===== config.mk =====
export PLATFORM = sky130hd
export DESIGN_NAME = sfu_top
export DESIGN_NICKNAME = d
export VERILOG_FILES = /design/src/rtl/sfu_pkg.sv /design/src/rtl/sfu_compare.sv /design/src/rtl/sfu_next.sv /design/src/rtl/sfu_top.sv
export SDC_FILE = /design/constraint.sdc
export NUM_CORES = 1
export LEC_CHECK = 0
export ABC_AREA = 1
export BUFFER_PORTS_ARGS = -buffer_cell sky130_fd_sc_hd__buf_4
export CAP_MARGIN = 15
export CORE_MARGIN = 2
export CORE_UTILIZATION = 53
export CTS_CLUSTER_DIAMETER = 50
export CTS_CLUSTER_SIZE = 25
export DETAILED_ROUTE_END_ITERATION = 6
export PLACE_DENSITY = 0.8
export SLEW_MARGIN = 15
export SYNTH_ARGS = -nofsm -noshare
export SYNTH_HDL_FRONTEND = slang
export SYNTH_SLANG_ARGS = --single-unit

===== constraint.sdc =====
create_clock -name clk -period 0.8 [get_ports clk]
set_input_delay 0.08 -clock clk [delete_from_list [all_inputs] [get_ports clk]]
set_output_delay 0.08 -clock clk [all_outputs]
set_load 0.01 [all_outputs]

===== src/rtl/sfu_pkg.sv =====
package sfu_pkg;
  localparam int unsigned FLAG_W = 8;
  localparam int unsigned WORD_W = 16;
  localparam int unsigned BYTE_W = 8;

  localparam int unsigned B_NEG  = 7;
  localparam int unsigned B_OVF  = 6;
  localparam int unsigned B_ASZ  = 5;
  localparam int unsigned B_ISZ  = 4;
  localparam int unsigned B_DEC  = 3;
  localparam int unsigned B_IRQ  = 2;
  localparam int unsigned B_ZERO = 1;
  localparam int unsigned B_CARRY = 0;

  localparam logic [FLAG_W-1:0] RESET_FLAGS = 8'h30;
  localparam logic [FLAG_W-1:0] EMU_FORCE   = 8'h30;

  typedef enum logic [2:0] {
    CMD_IDLE  = 3'd0,
    CMD_CLRM  = 3'd1,
    CMD_SETM  = 3'd2,
    CMD_BCLR  = 3'd3,
    CMD_BSET  = 3'd4,
    CMD_XCHG  = 3'd5,
    CMD_CMP   = 3'd6
  } sfu_cmd_e;

  typedef struct packed {
    logic neg;
    logic zero;
    logic carry;
  } cmp_flags_t;
endpackage


===== src/rtl/sfu_compare.sv =====
module sfu_compare
  import sfu_pkg::*;
#(
  parameter int unsigned W  = WORD_W,
  parameter int unsigned NW = BYTE_W
) (
  input  logic [W-1:0] reg_val,
  input  logic [W-1:0] mem_val,
  input  logic         narrow,
  output cmp_flags_t   flags
);
  localparam int unsigned WE  = W + 1;
  localparam int unsigned NWE = NW + 1;

  logic [WE-1:0]  diff_w;
  logic [NWE-1:0] diff_n;

  always_comb begin
    diff_w = {1'b0, reg_val} - {1'b0, mem_val};
    diff_n = {1'b0, reg_val[NW-1:0]} - {1'b0, mem_val[NW-1:0]};
    if (narrow) begin
      flags.neg   = diff_n[NW-1];
      flags.zero  = (diff_n[NW-1:0] == '0);
      flags.carry = ~diff_n[NW];
    end else begin
      flags.neg   = diff_w[W-1];
      flags.zero  = (diff_w[W-1:0] == '0);
      flags.carry = ~diff_w[W];
    end
  end
endmodule


===== src/rtl/sfu_next.sv =====
module sfu_next
  import sfu_pkg::*;
#(
  parameter int unsigned FW = FLAG_W
) (
  input  logic [FW-1:0] cur_flags,
  input  logic          cur_emu,
  input  logic          valid,
  input  logic [2:0]    code,
  input  logic [FW-1:0] arg,
  input  cmp_flags_t    cmp,
  output logic [FW-1:0] nxt_flags,
  output logic          nxt_emu,
  output logic          load_en
);
  localparam int unsigned IW = $clog2(FW);

  logic [FW-1:0] raw;
  logic [FW-1:0] onehot;
  logic          raw_emu;

  always_comb begin
    onehot  = FW'(1) << arg[IW-1:0];
    raw     = cur_flags;
    raw_emu = cur_emu;
    load_en = valid && (code != CMD_IDLE);
    case (sfu_cmd_e'(code))
      CMD_CLRM: raw = cur_flags & ~arg;
      CMD_SETM: raw = cur_flags | arg;
      CMD_BCLR: raw = cur_flags & ~onehot;
      CMD_BSET: raw = cur_flags | onehot;
      CMD_XCHG: begin
        raw[B_CARRY] = cur_emu;
        raw_emu      = cur_flags[B_CARRY];
      end
      CMD_CMP: begin
        raw[B_NEG]   = cmp.neg;
        raw[B_ZERO]  = cmp.zero;
        raw[B_CARRY] = cmp.carry;
      end
      default: load_en = 1'b0;
    endcase
    nxt_emu   = raw_emu;
    nxt_flags = raw_emu ? (raw | EMU_FORCE) : raw;
  end
endmodule


===== src/rtl/sfu_top.sv =====
module sfu_top
  import sfu_pkg::*;
#(
  parameter int unsigned FW = FLAG_W,
  parameter int unsigned W  = WORD_W,
  parameter int unsigned NW = BYTE_W
) (
  input  logic          clk,
  input  logic          rst_n,
  input  logic          cmd_valid,
  input  logic [2:0]    cmd_code,
  input  logic [FW-1:0] cmd_arg,
  input  logic [W-1:0]  cmp_reg,
  input  logic [W-1:0]  cmp_mem,
  output logic [FW-1:0] status,
  output logic          emu,
  output logic          acc_wide,
  output logic          idx_wide,
  output logic          brk_flag
);
  logic [1:0]    rst_sync;
  logic          rst_int_n;
  logic [FW-1:0] flags_q, flags_d;
  logic          emu_q, emu_d;
  logic          load_en;
  cmp_flags_t    cmp_res;

  always_ff @(posedge clk or negedge rst_n) begin
    if (!rst_n) rst_sync <= 2'b00;
    else        rst_sync <= {rst_sync[0], 1'b1};
  end
  assign rst_int_n = rst_sync[1];

  sfu_compare #(.W(W), .NW(NW)) u_cmp (
    .reg_val (cmp_reg),
    .mem_val (cmp_mem),
    .narrow  (flags_q[B_ISZ]),
    .flags   (cmp_res)
  );

  sfu_next #(.FW(FW)) u_next (
    .cur_flags (flags_q),
    .cur_emu   (emu_q),
    .valid     (cmd_valid),
    .code      (cmd_code),
    .arg       (cmd_arg),
    .cmp       (cmp_res),
    .nxt_flags (flags_d),
    .nxt_emu   (emu_d),
    .load_en   (load_en)
  );

  always_ff @(posedge clk or negedge rst_int_n) begin
    if (!rst_int_n) begin
      flags_q <= RESET_FLAGS;
      emu_q   <= 1'b1;
    end else if (load_en) begin
      flags_q <= flags_d;
      emu_q   <= emu_d;
    end
  end

  assign status   = flags_q;
  assign emu      = emu_q;
  assign acc_wide = ~flags_q[B_ASZ];
  assign idx_wide = ~flags_q[B_ISZ] & ~emu_q;
  assign brk_flag = emu_q & flags_q[B_ISZ];

  // emulation holds both sizes at 8 bits
  a_r5_emu_forces_sizes: assert property (@(posedge clk) disable iff (!rst_int_n)
    emu |-> (status[B_ASZ] && status[B_ISZ]));

  // no accepted command, no change
  a_r9_idle_holds: assert property (@(posedge clk) disable iff (!rst_int_n)
    (!cmd_valid || cmd_code == 3'd0) |=> ($stable(status) && $stable(emu)));

  // masked set reaches every selected bit
  a_r2_set_mask: assert property (@(posedge clk) disable iff (!rst_int_n)
    (cmd_valid && cmd_code == 3'd2) |=> ((status & $past(cmd_arg)) == $past(cmd_arg)));

  // masked clear reaches every selected bit not forced by emulation
  a_r2_clear_mask: assert property (@(posedge clk) disable iff (!rst_int_n)
    (cmd_valid && cmd_code == 3'd1) |=>
      ((status & $past(cmd_arg) & (emu ? ~EMU_FORCE : {FW{1'b1}})) == '0));

  // swap exchanges carry and emulation
  a_r5_swap: assert property (@(posedge clk) disable iff (!rst_int_n)
    (cmd_valid && cmd_code == 3'd5) |=>
      (emu == $past(status[B_CARRY]) && status[B_CARRY] == $past(emu)));

  // compare carry is a magnitude test at the width in force
  a_r6_cmp_carry: assert property (@(posedge clk) disable iff (!rst_int_n)
    (cmd_valid && cmd_code == 3'd6) |=>
      (status[B_CARRY] == ($past(status[B_ISZ]) ?
         ($past(cmp_reg[NW-1:0]) >= $past(cmp_mem[NW-1:0])) :
         ($past(cmp_reg) >= $past(cmp_mem)))));

  // compare leaves V, D, I untouched
  a_r6_cmp_keeps_others: assert property (@(posedge clk) disable iff (!rst_int_n)
    (cmd_valid && cmd_code == 3'd6) |=>
      (status[B_OVF] == $past(status[B_OVF]) && status[B_DEC] == $past(status[B_DEC])
       && status[B_IRQ] == $past(status[B_IRQ]) && $stable(emu)));
endmodule


==> impl_metrics.json, run 1 <==
{
  "status": "aborted with a tool error",
  "stop_stage": "global routing",
  "error": "[ERROR DPL-0038] Utilization greater than 100%, impossible to legalize",
  "die_height_um": 66.1,
  "yosysSeqAreaShare_pct": 13.7,
  "synth_area_um2": 2040,
  "placement.io_buffers": 57,
  "numCtsBuffers": 3,
  "hpwl_um": 6230,
  "synth_warnings": 0,
  "gp_congestion": 0.914,
  "synthesis.nets": 439,
  "clockBufferDepth": 2,
  "cts-root-buf": "clkbuf_8",
  "syn_inst": 376,
  "pin_count": 58,
  "cts_max_level": 1,
  "start_util_pct": 55.4,
  "synth.lib_cells_used.distinct": 35,
  "die_x_um": 66.1,
  "avgSynthCellArea_um2": 5.43,
  "grt_max_degree": 10,
  "core.rowCount": 22,
  "ys_ff_latch": 11,
  "clkSinkCount": 11
}
-- timing repair --
action | in CTS
resized for setup | 64
buffers inserted | 12
hold endpoints to repair | 2
pin swaps | 22
hold buffers | 1
endpoints found under the setup margin | 21
-- stage by stage --
stage,instances,cell area (µm²),setup slack (ps)
after CTS,557,3560,-781
after detailed placement,540,3160,-1080
after global placement,540,3160,-969
after floorplan,376,2230,-804
-- cell families after synthesis --
family                     Yosys count  share of synthesized area, %
adders and majority gates           17                          10.8
xor gates and xnor gates             4                          1.72
AOI/OAI and AO/OA                   51                          14.3
DFF                                 11                          13.7
and+or+nand+nor                    203                          42.8
buffers and inverters               89                          16.5
other                                1                         0.184
-- Yosys cell counts --
| library cell | number | area share [%] |
|---|---|---|
| conb_1 | 1 | 0.18 |
| o21ai_1 | 2 | 0.49 |
| nand2_1 | 118 | 22 |
| nor2_1 | 26 | 4.8 |
| or2_2 | 2 | 0.61 |
| o211ai_1 | 2 | 0.74 |
| inv_2 | 3 | 0.55 |
| ha_1 | 16 | 9.8 |
| o31ai_1 | 1 | 0.37 |
| fa_1 | 1 | 0.98 |
| o21ai_0 | 19 | 4.7 |
| and2_1 | 5 | 1.5 |
| o21a_1 | 1 | 0.37 |
| a31oi_1 | 3 | 0.92 |
| o211a_1 | 1 | 0.49 |
| nand3_2 | 1 | 0.49 |
| clkbuf_1 | 1 | 0.18 |
| a21oi_1 | 16 | 3.9 |
| o21ai_2 | 1 | 0.43 |
| xor2_1 | 2 | 0.86 |
| nor2_2 | 5 | 1.5 |
| nand4_1 | 5 | 1.5 |
| a211oi_1 | 3 | 1.1 |
| dfrtp_1 | 8 | 9.8 |
| a32oi_1 | 1 | 0.43 |
| inv_1 | 84 | 15 |
| nor3_1 | 5 | 1.2 |
| nand3b_1 | 1 | 0.37 |
| nor4_1 | 2 | 0.61 |
| dfstp_2 | 3 | 3.9 |
| nand2_2 | 5 | 1.5 |
| nand3_1 | 28 | 6.9 |
| o2111ai_1 | 1 | 0.43 |
| buf_4 | 1 | 0.37 |
| xnor2_1 | 2 | 0.86 |
==> run 2, diff against run 1 <==
--- a/config.mk
+++ b/config.mk
@@ -9,11 +9,9 @@
 export BUFFER_PORTS_ARGS = -buffer_cell sky130_fd_sc_hd__buf_4
 export CAP_MARGIN = 15
 export CORE_MARGIN = 2
-export CORE_UTILIZATION = 53
-export CTS_CLUSTER_DIAMETER = 50
-export CTS_CLUSTER_SIZE = 25
+export CORE_UTILIZATION = 40
 export DETAILED_ROUTE_END_ITERATION = 6
-export PLACE_DENSITY = 0.8
+export PLACE_DENSITY_LB_ADDON = 0.15
 export SLEW_MARGIN = 15
 export SYNTH_ARGS = -nofsm -noshare
 export SYNTH_HDL_FRONTEND = slang
==> run 2 against run 1 <==
Compared with the run above:
- the flow now finishes, with violations (negative setup slack)
- synthesized cell count did not move
- area after synthesis unchanged
==> impl_metrics.json, run 2 <==
{
  "min_path_type": "primary input to async pin",
  "grt_pass1_vias": 2510,
  "numCtsBuffers": 3,
  "dp_cells": 565,
  "antenna_found_initial": 0,
  "final_common_cell": "buf_4",
  "avgSynthCellArea_um2": 5.43,
  "crit_path_cell_trace": "buf_8, inv_8, ha_4, fa_2, inv_2, nand2_2, nand2_2, and2_4, nand2_2, nand3_2, nand2_1, nand2_1, inv_1, nand2_1, nor2_1, nand2_1, nand2_1, nand2_1, nand2_1, nand2_1, nand2_1",
  "cts-root-buf": "clkbuf_8",
  "p_leak_nw": 2.03,
  "p_per_area_nw_per_um2": 1230,
  "synth_top_area_share_pct": 21.7,
  "n_antenna_cell": 0,
  "synth_area_um2": 2040,
  "die_area_um2": 5690,
  "synthesis.nets": 439,
  "max_stage_delay_ps": 340,
  "clkLatencyLatePin_ps": 250,
  "end_kind": "flop",
  "worstPathMaxFanout": 2,
  "die_height_um": 75.5,
  "clkSinkCount": 11,
  "pin_count": 58,
  "cts_max_level": 1,
  "firstDrtPassIters": 4,
  "synth_most_common_cell": "nand2_1",
  "core_um2": 5010,
  "final_cells": 580,
  "setup_viol_count_final": 21,
  "crit_family": "simple AND/OR/NAND/NOR gates",
  "synth_common_cells": "nand2_1 (118), inv_1 (84), nand3_1 (28)",
  "vdd_drop_max_v": 0.00106,
  "synth_warnings": 0,
  "ys_ff_latch": 11,
  "min_period_ps": 1500,
  "num_vias": 2807,
  "crit_top_cell": "nand2_1",
  "worst_slack_ps": -701,
  "grt_first_pass_wirelength_um": 10300,
  "cts_tree": "done",
  "critPathLaunchType": "primary input",
  "async_flop_share_pct": 100,
  "rsz0062_at_grt": "true",
  "syn_to_final_growth_pct": 86.9,
  "min_period_over_period_pct": 188,
  "synth-edff-count": 0,
  "maxSlewViolCount": 0,
  "hold_violations": 0,
  "cp.required_ps": 940,
  "fin_nets": 574,
  "cts.clk_slew.worst_paths_ps": 50,
  "dp_slack_ps": -1050,
  "hpwl_um": 5150,
  "synth.lib_cells_used.distinct": 35,
  "core.rowCount": 26,
  "gr-total-overflow": 0,
  "syn_inst": 376,
  "track_usage_pct": 23.0,
  "drt_wl_total_um": 6710,
  "final_cell_mix": "buf_4 (94), nand2_1 (89), inv_1 (63)",
  "placement.io_buffers": 57,
  "status": "complete, but fails checks",
  "drcViolationCount": 0,
  "vias_per_cell": 4.84,
  "start_util_pct": 40.8,
  "cp_data_arrival_time_ps": 1640,
  "ys.flop_type": "dfrtp_1",
  "yosys.area.top_type": "nand2_1",
  "yosysSeqAreaShare_pct": 13.7,
  "synth_area_leaders": "nand2_1 (22%), inv_1 (15%), dfrtp_1 (9.8%)",
  "drt-initial-drc-count": 157,
  "largest_register_ff_count": 8,
  "antenna_left": 0,
  "layout-drive-gt1-share_pct": 48.4,
  "gp_congestion": 0.891,
  "clockBufferDepth": 2,
  "crit_buf_inv": 4,
  "routedWlPerCell_um": 11.6,
  "die_x_um": 75.5,
  "fmax_ghz": 0.666,
  "violations": "negative setup slack",
  "fin_skew_ps": 3.63,
  "grt_max_degree": 10,
  "maxCapViolCount": 0,
  "path_class": "primary input to flop",
  "cpMaxStageDelayCell": "fa_2"
}
## run 2: cell counts after synthesis
No cell type changed its count.
## run 2: logic make-up after synthesis
group / Yosys count / synth area share [%]
other: 1 / 0.184
and+or+nand+nor: 203 / 42.8
DFF: 11 / 13.7
xor gates and xnor gates: 4 / 1.72
buffers and inverters: 89 / 16.5
adders and majority gates: 17 / 10.8
AOI/OAI and AO/OA: 51 / 14.3
## run 2: cell type report
cell class | instances | area (µm²)
clock buffers | 4 | 45.0
fillers | 400 | 1190
inverters | 87 | 357
multi-input cells | 276 | 1900
flip-flops and latches | 11 | 280
well taps | 70 | 87.6
repair buffers | 132 | 1140
## run 2: through the flow
step / util [%] / power, mW / setup TNS (ps) / hold slack [ps] / area [µm²]
floorplan: - / 2.13 / -3310 / -216 / 2230
global placement: 64.1 / 3.27 / -5540 / -138 / 3210
detailed placement: 64.1 / 3.32 / -5840 / -137 / 3210
CTS: 71.1 / 4.36 / -6540 / 144 / 3560
global route: 76.2 / 5.04 / -7640 / 144 / 3820
finish: 76.2 / 4.68 / -6660 / 145 / 3820
## run 2: worst paths after layout
check                                            from               endpoint  slack (ps)  cells past startpoint
worst min register to register  rst_sync[1]$_DFF_PN0_  status[2]$_DFFE_PN0P_         150                      1
max in group asynchronous       rst_sync[1]$_DFF_PN0_  status[5]$_DFFE_PN1P_         420                      1
worst max-delay path                       cmp_reg[0]  status[1]$_DFFE_PN0P_        -700                     21
worst max register to register        emu$_DFFE_PN1P_  status[4]$_DFFE_PN1P_        -490                      7
min in group clk                           cmd_arg[7]  status[7]$_DFFE_PN0P_         150                      4
worst min-delay path                            rst_n  rst_sync[0]$_DFF_PN0_         150                      2
## run 2: timing repair
| item | CTS | global route |
|---|---|---|
| resized for setup | 62 | 67 |
| setup buffers | 7 | 7 |
| hold endpoints to repair | 2 | 0 |
| hold buffers | 1 | 0 |
| pin swaps | 32 | 33 |
| endpoints found under the setup margin | 21 | 21 |
## run 2: power breakdown
| group | total, mW | leakage (nW) | internal, mW | switching, mW |
|---|---|---|---|---|
| Combinational | 3.25 | 1.88 | 1.73 | 1.52 |
| Clock | 0.588 | 0.0228 | 0.352 | 0.236 |
| Sequential | 0.845 | 0.129 | 0.705 | 0.139 |
| Total | 4.68 | 2.03 | 2.78 | 1.90 |
## run 2: layer usage
layer | global-route usage [%] | part of all wire [%] | vias to the layer above
li1 | - | - | 1458
met1 | 31.9 | 45 | 1264
met2 | 38.9 | 49 | 79
met3 | 3.44 | 5.0 | 6
met4 | 2.73 | 0.72 | 0
met5 | 0 | 0 | -
(Power assumes the default switching activity.)
==> run 3, diff against run 2 <==
--- a/config.mk
+++ b/config.mk
@@ -10,6 +10,7 @@
 export CAP_MARGIN = 15
 export CORE_MARGIN = 2
 export CORE_UTILIZATION = 40
+export CTS_BUF_LIST = sky130_fd_sc_hd__clkbuf_8
 export DETAILED_ROUTE_END_ITERATION = 6
 export PLACE_DENSITY_LB_ADDON = 0.15
 export SLEW_MARGIN = 15
==> run 3 against run 2 <==
Compared with the run above:
- the flow still finishes with violations (negative setup slack)
- worst hold slack got worse by 0.56 ps
- core utilization stayed put
- first-iteration DRC count unchanged
- routed wire length is essentially flat
- final area unchanged
- sequential cell count unchanged
- clock-buffer cell count shrank 1
- via count is essentially flat
- critical endpoint unchanged
- highest routed layer unchanged
==> impl_metrics.json, run 3 (synthesis gave the netlist of run 2 again) <==
{
  "maxSlewViolCount": 0,
  "n_antenna_cell": 0,
  "path_class": "primary input to flop",
  "gr-total-overflow": 0,
  "routedWlPerCell_um": 11.6,
  "drt-initial-drc-count": 157,
  "fmax_ghz": 0.667,
  "final_common_cell": "buf_4",
  "cp_data_arrival_time_ps": 1640,
  "antenna_left": 0,
  "grt_max_degree": 10,
  "cts.clk_slew.worst_paths_ps": 60,
  "end_kind": "flop",
  "r2r_end": "status[4]$_DFFE_PN1P_",
  "worst_slack_ps": -700,
  "core_um2": 5010,
  "violations": "negative setup slack",
  "p_switching_mw": 1.90,
  "num_vias": 2805,
  "pin_count": 58,
  "numCtsBuffers": 3,
  "critPathLaunchType": "primary input",
  "drt_wl_total_um": 6710,
  "worstHoldPathCells": 4,
  "cp.required_ps": 940,
  "p_leak_nw": 2.03,
  "gp_congestion": 0.891,
  "seq_power_share_pct": 18.1,
  "hp-start": "cmd_arg[7]",
  "vdd_drop_max_v": 0.00106,
  "layout-drive-gt1-share_pct": 48.4,
  "clockBufferDepth": 2,
  "p_sw_share_pct": 40.7,
  "status": "complete, but fails checks",
  "antenna_found_initial": 0,
  "r2r_cells": 7,
  "rsz0062_at_grt": "true",
  "largest_register_ff_count": 8,
  "placement.io_buffers": 57,
  "worstPathMaxFanout": 2,
  "core.rowCount": 26,
  "min_to": "status[7]$_DFFE_PN0P_",
  "clkSinkCount": 11,
  "final.setup.tns_ps": -6660,
  "p_comb_share_pct": 69.6,
  "min_path_type": "primary input to flop",
  "maxCapViolCount": 0,
  "dp_cells": 565,
  "hold_violations": 0,
  "fin_nets": 574,
  "vias_per_cell": 4.84,
  "internal_power_mw": 2.77,
  "hpwl_um": 5150,
  "firstDrtPassIters": 4,
  "reg2reg_slack_ps": -490,
  "final_cell_mix": "buf_4 (94), nand2_1 (89), inv_1 (64)",
  "die_x_um": 75.5,
  "clkLatencyLatePin_ps": 250,
  "min_period_ps": 1500,
  "die_height_um": 75.5,
  "die_area_um2": 5690,
  "min_period_over_period_pct": 187,
  "drcViolationCount": 0,
  "grt_pass1_vias": 2510,
  "r2r_start": "emu$_DFFE_PN1P_",
  "final_cells": 580,
  "syn_to_final_growth_pct": 86.9,
  "track_usage_pct": 23.0,
  "grt_first_pass_wirelength_um": 10300,
  "pwr-share-clk_pct": 12.3,
  "start_util_pct": 40.8,
  "cts_tree": "done",
  "cts-root-buf": "clkbuf_8",
  "p_per_area_nw_per_um2": 1220,
  "cts_max_level": 1,
  "setup_viol_count_final": 21,
  "fin_skew_ps": 4.02,
  "worstSetupStartpoint": "cmp_reg[0]"
}
[run 3: cell count changes in the layout (fill, tap and decap cells not counted)]
cell and delta:
clkbuf_1 -1, inv_1 +1
[run 3: through the flow]
step | power [mW] | setup slack [ps] | util (%) | area, µm² | hold slack [ps]
CTS | 4.34 | -688 | 71.1 | 3560 | 144
floorplan | 2.13 | -804 | - | 2230 | -216
finish | 4.67 | -700 | 76.2 | 3820 | 145
global route | 5.02 | -896 | 76.2 | 3820 | 144
global placement | 3.27 | -959 | 64.1 | 3210 | -138
detailed placement | 3.32 | -1050 | 64.1 | 3210 | -137
[run 3: critical path, stage by stage]
cell and delay (ps):
buf_8 80, inv_8 30, ha_4 150, fa_2 340, inv_2 70, nand2_2 50
nand2_2 90, and2_4 150, nand2_2 50, nand3_2 50, nand2_1 50, nand2_1 50
inv_1 30, nand2_1 50, nor2_1 40, nand2_1 50, nand2_1 40, nand2_1 50
nand2_1 40, nand2_1 50, nand2_1 40
[run 3: area by class of cell]
type                       instances  area, µm²
clock buffer                       3       41.3
clock inverter                     1       3.75
fill                             400       1190
inverter                          87        357
multi-input combinational        276       1900
sequential                        11        280
tap                               70       87.6
timing repair buffer             132       1140
[run 3: power groups by stage]
stage | registers, mW | clock network [mW] | logic, mW
4_1_cts | 0.834 | 0.586 | 2.93
6_report | 0.845 | 0.576 | 3.25
3_3_place_gp | 0.815 | 0 | 2.46
5_1_grt | 0.859 | 0.610 | 3.55
2_1_floorplan | 0.873 | 0 | 1.26
3_5_place_dp | 0.821 | 0 | 2.50
[run 3: worst max-delay path by stage]
stage | depth (start not counted) | slack (ps) | end
floorplan | 20 | -800 | status[1]$_DFFE_PN0P_
detailed placement | 19 | -1050 | status[1]$_DFFE_PN0P_
CTS | 19 | -690 | status[1]$_DFFE_PN0P_
global placement | 21 | -960 | status[1]$_DFFE_PN0P_
global route | 17 | -900 | status[1]$_DFFE_PN0P_
finish | 21 | -700 | status[1]$_DFFE_PN0P_
[run 3: layer usage]
layer	vias to the layer above	track usage (%)	wire length [µm]
met4	0	2.73	48
met2	79	38.9	3270
met5	-	0	0
li1	1458	-	-
met3	6	3.44	334
met1	1262	31.9	3050
[run 3: what timing repair did]
item	4_1_cts	5_1_grt
hold endpoints to repair	2	0
hold buffers	1	0
gates resized for setup	62	67
pin swaps	32	33
setup buffers	7	7
setup endpoints to repair	21	21
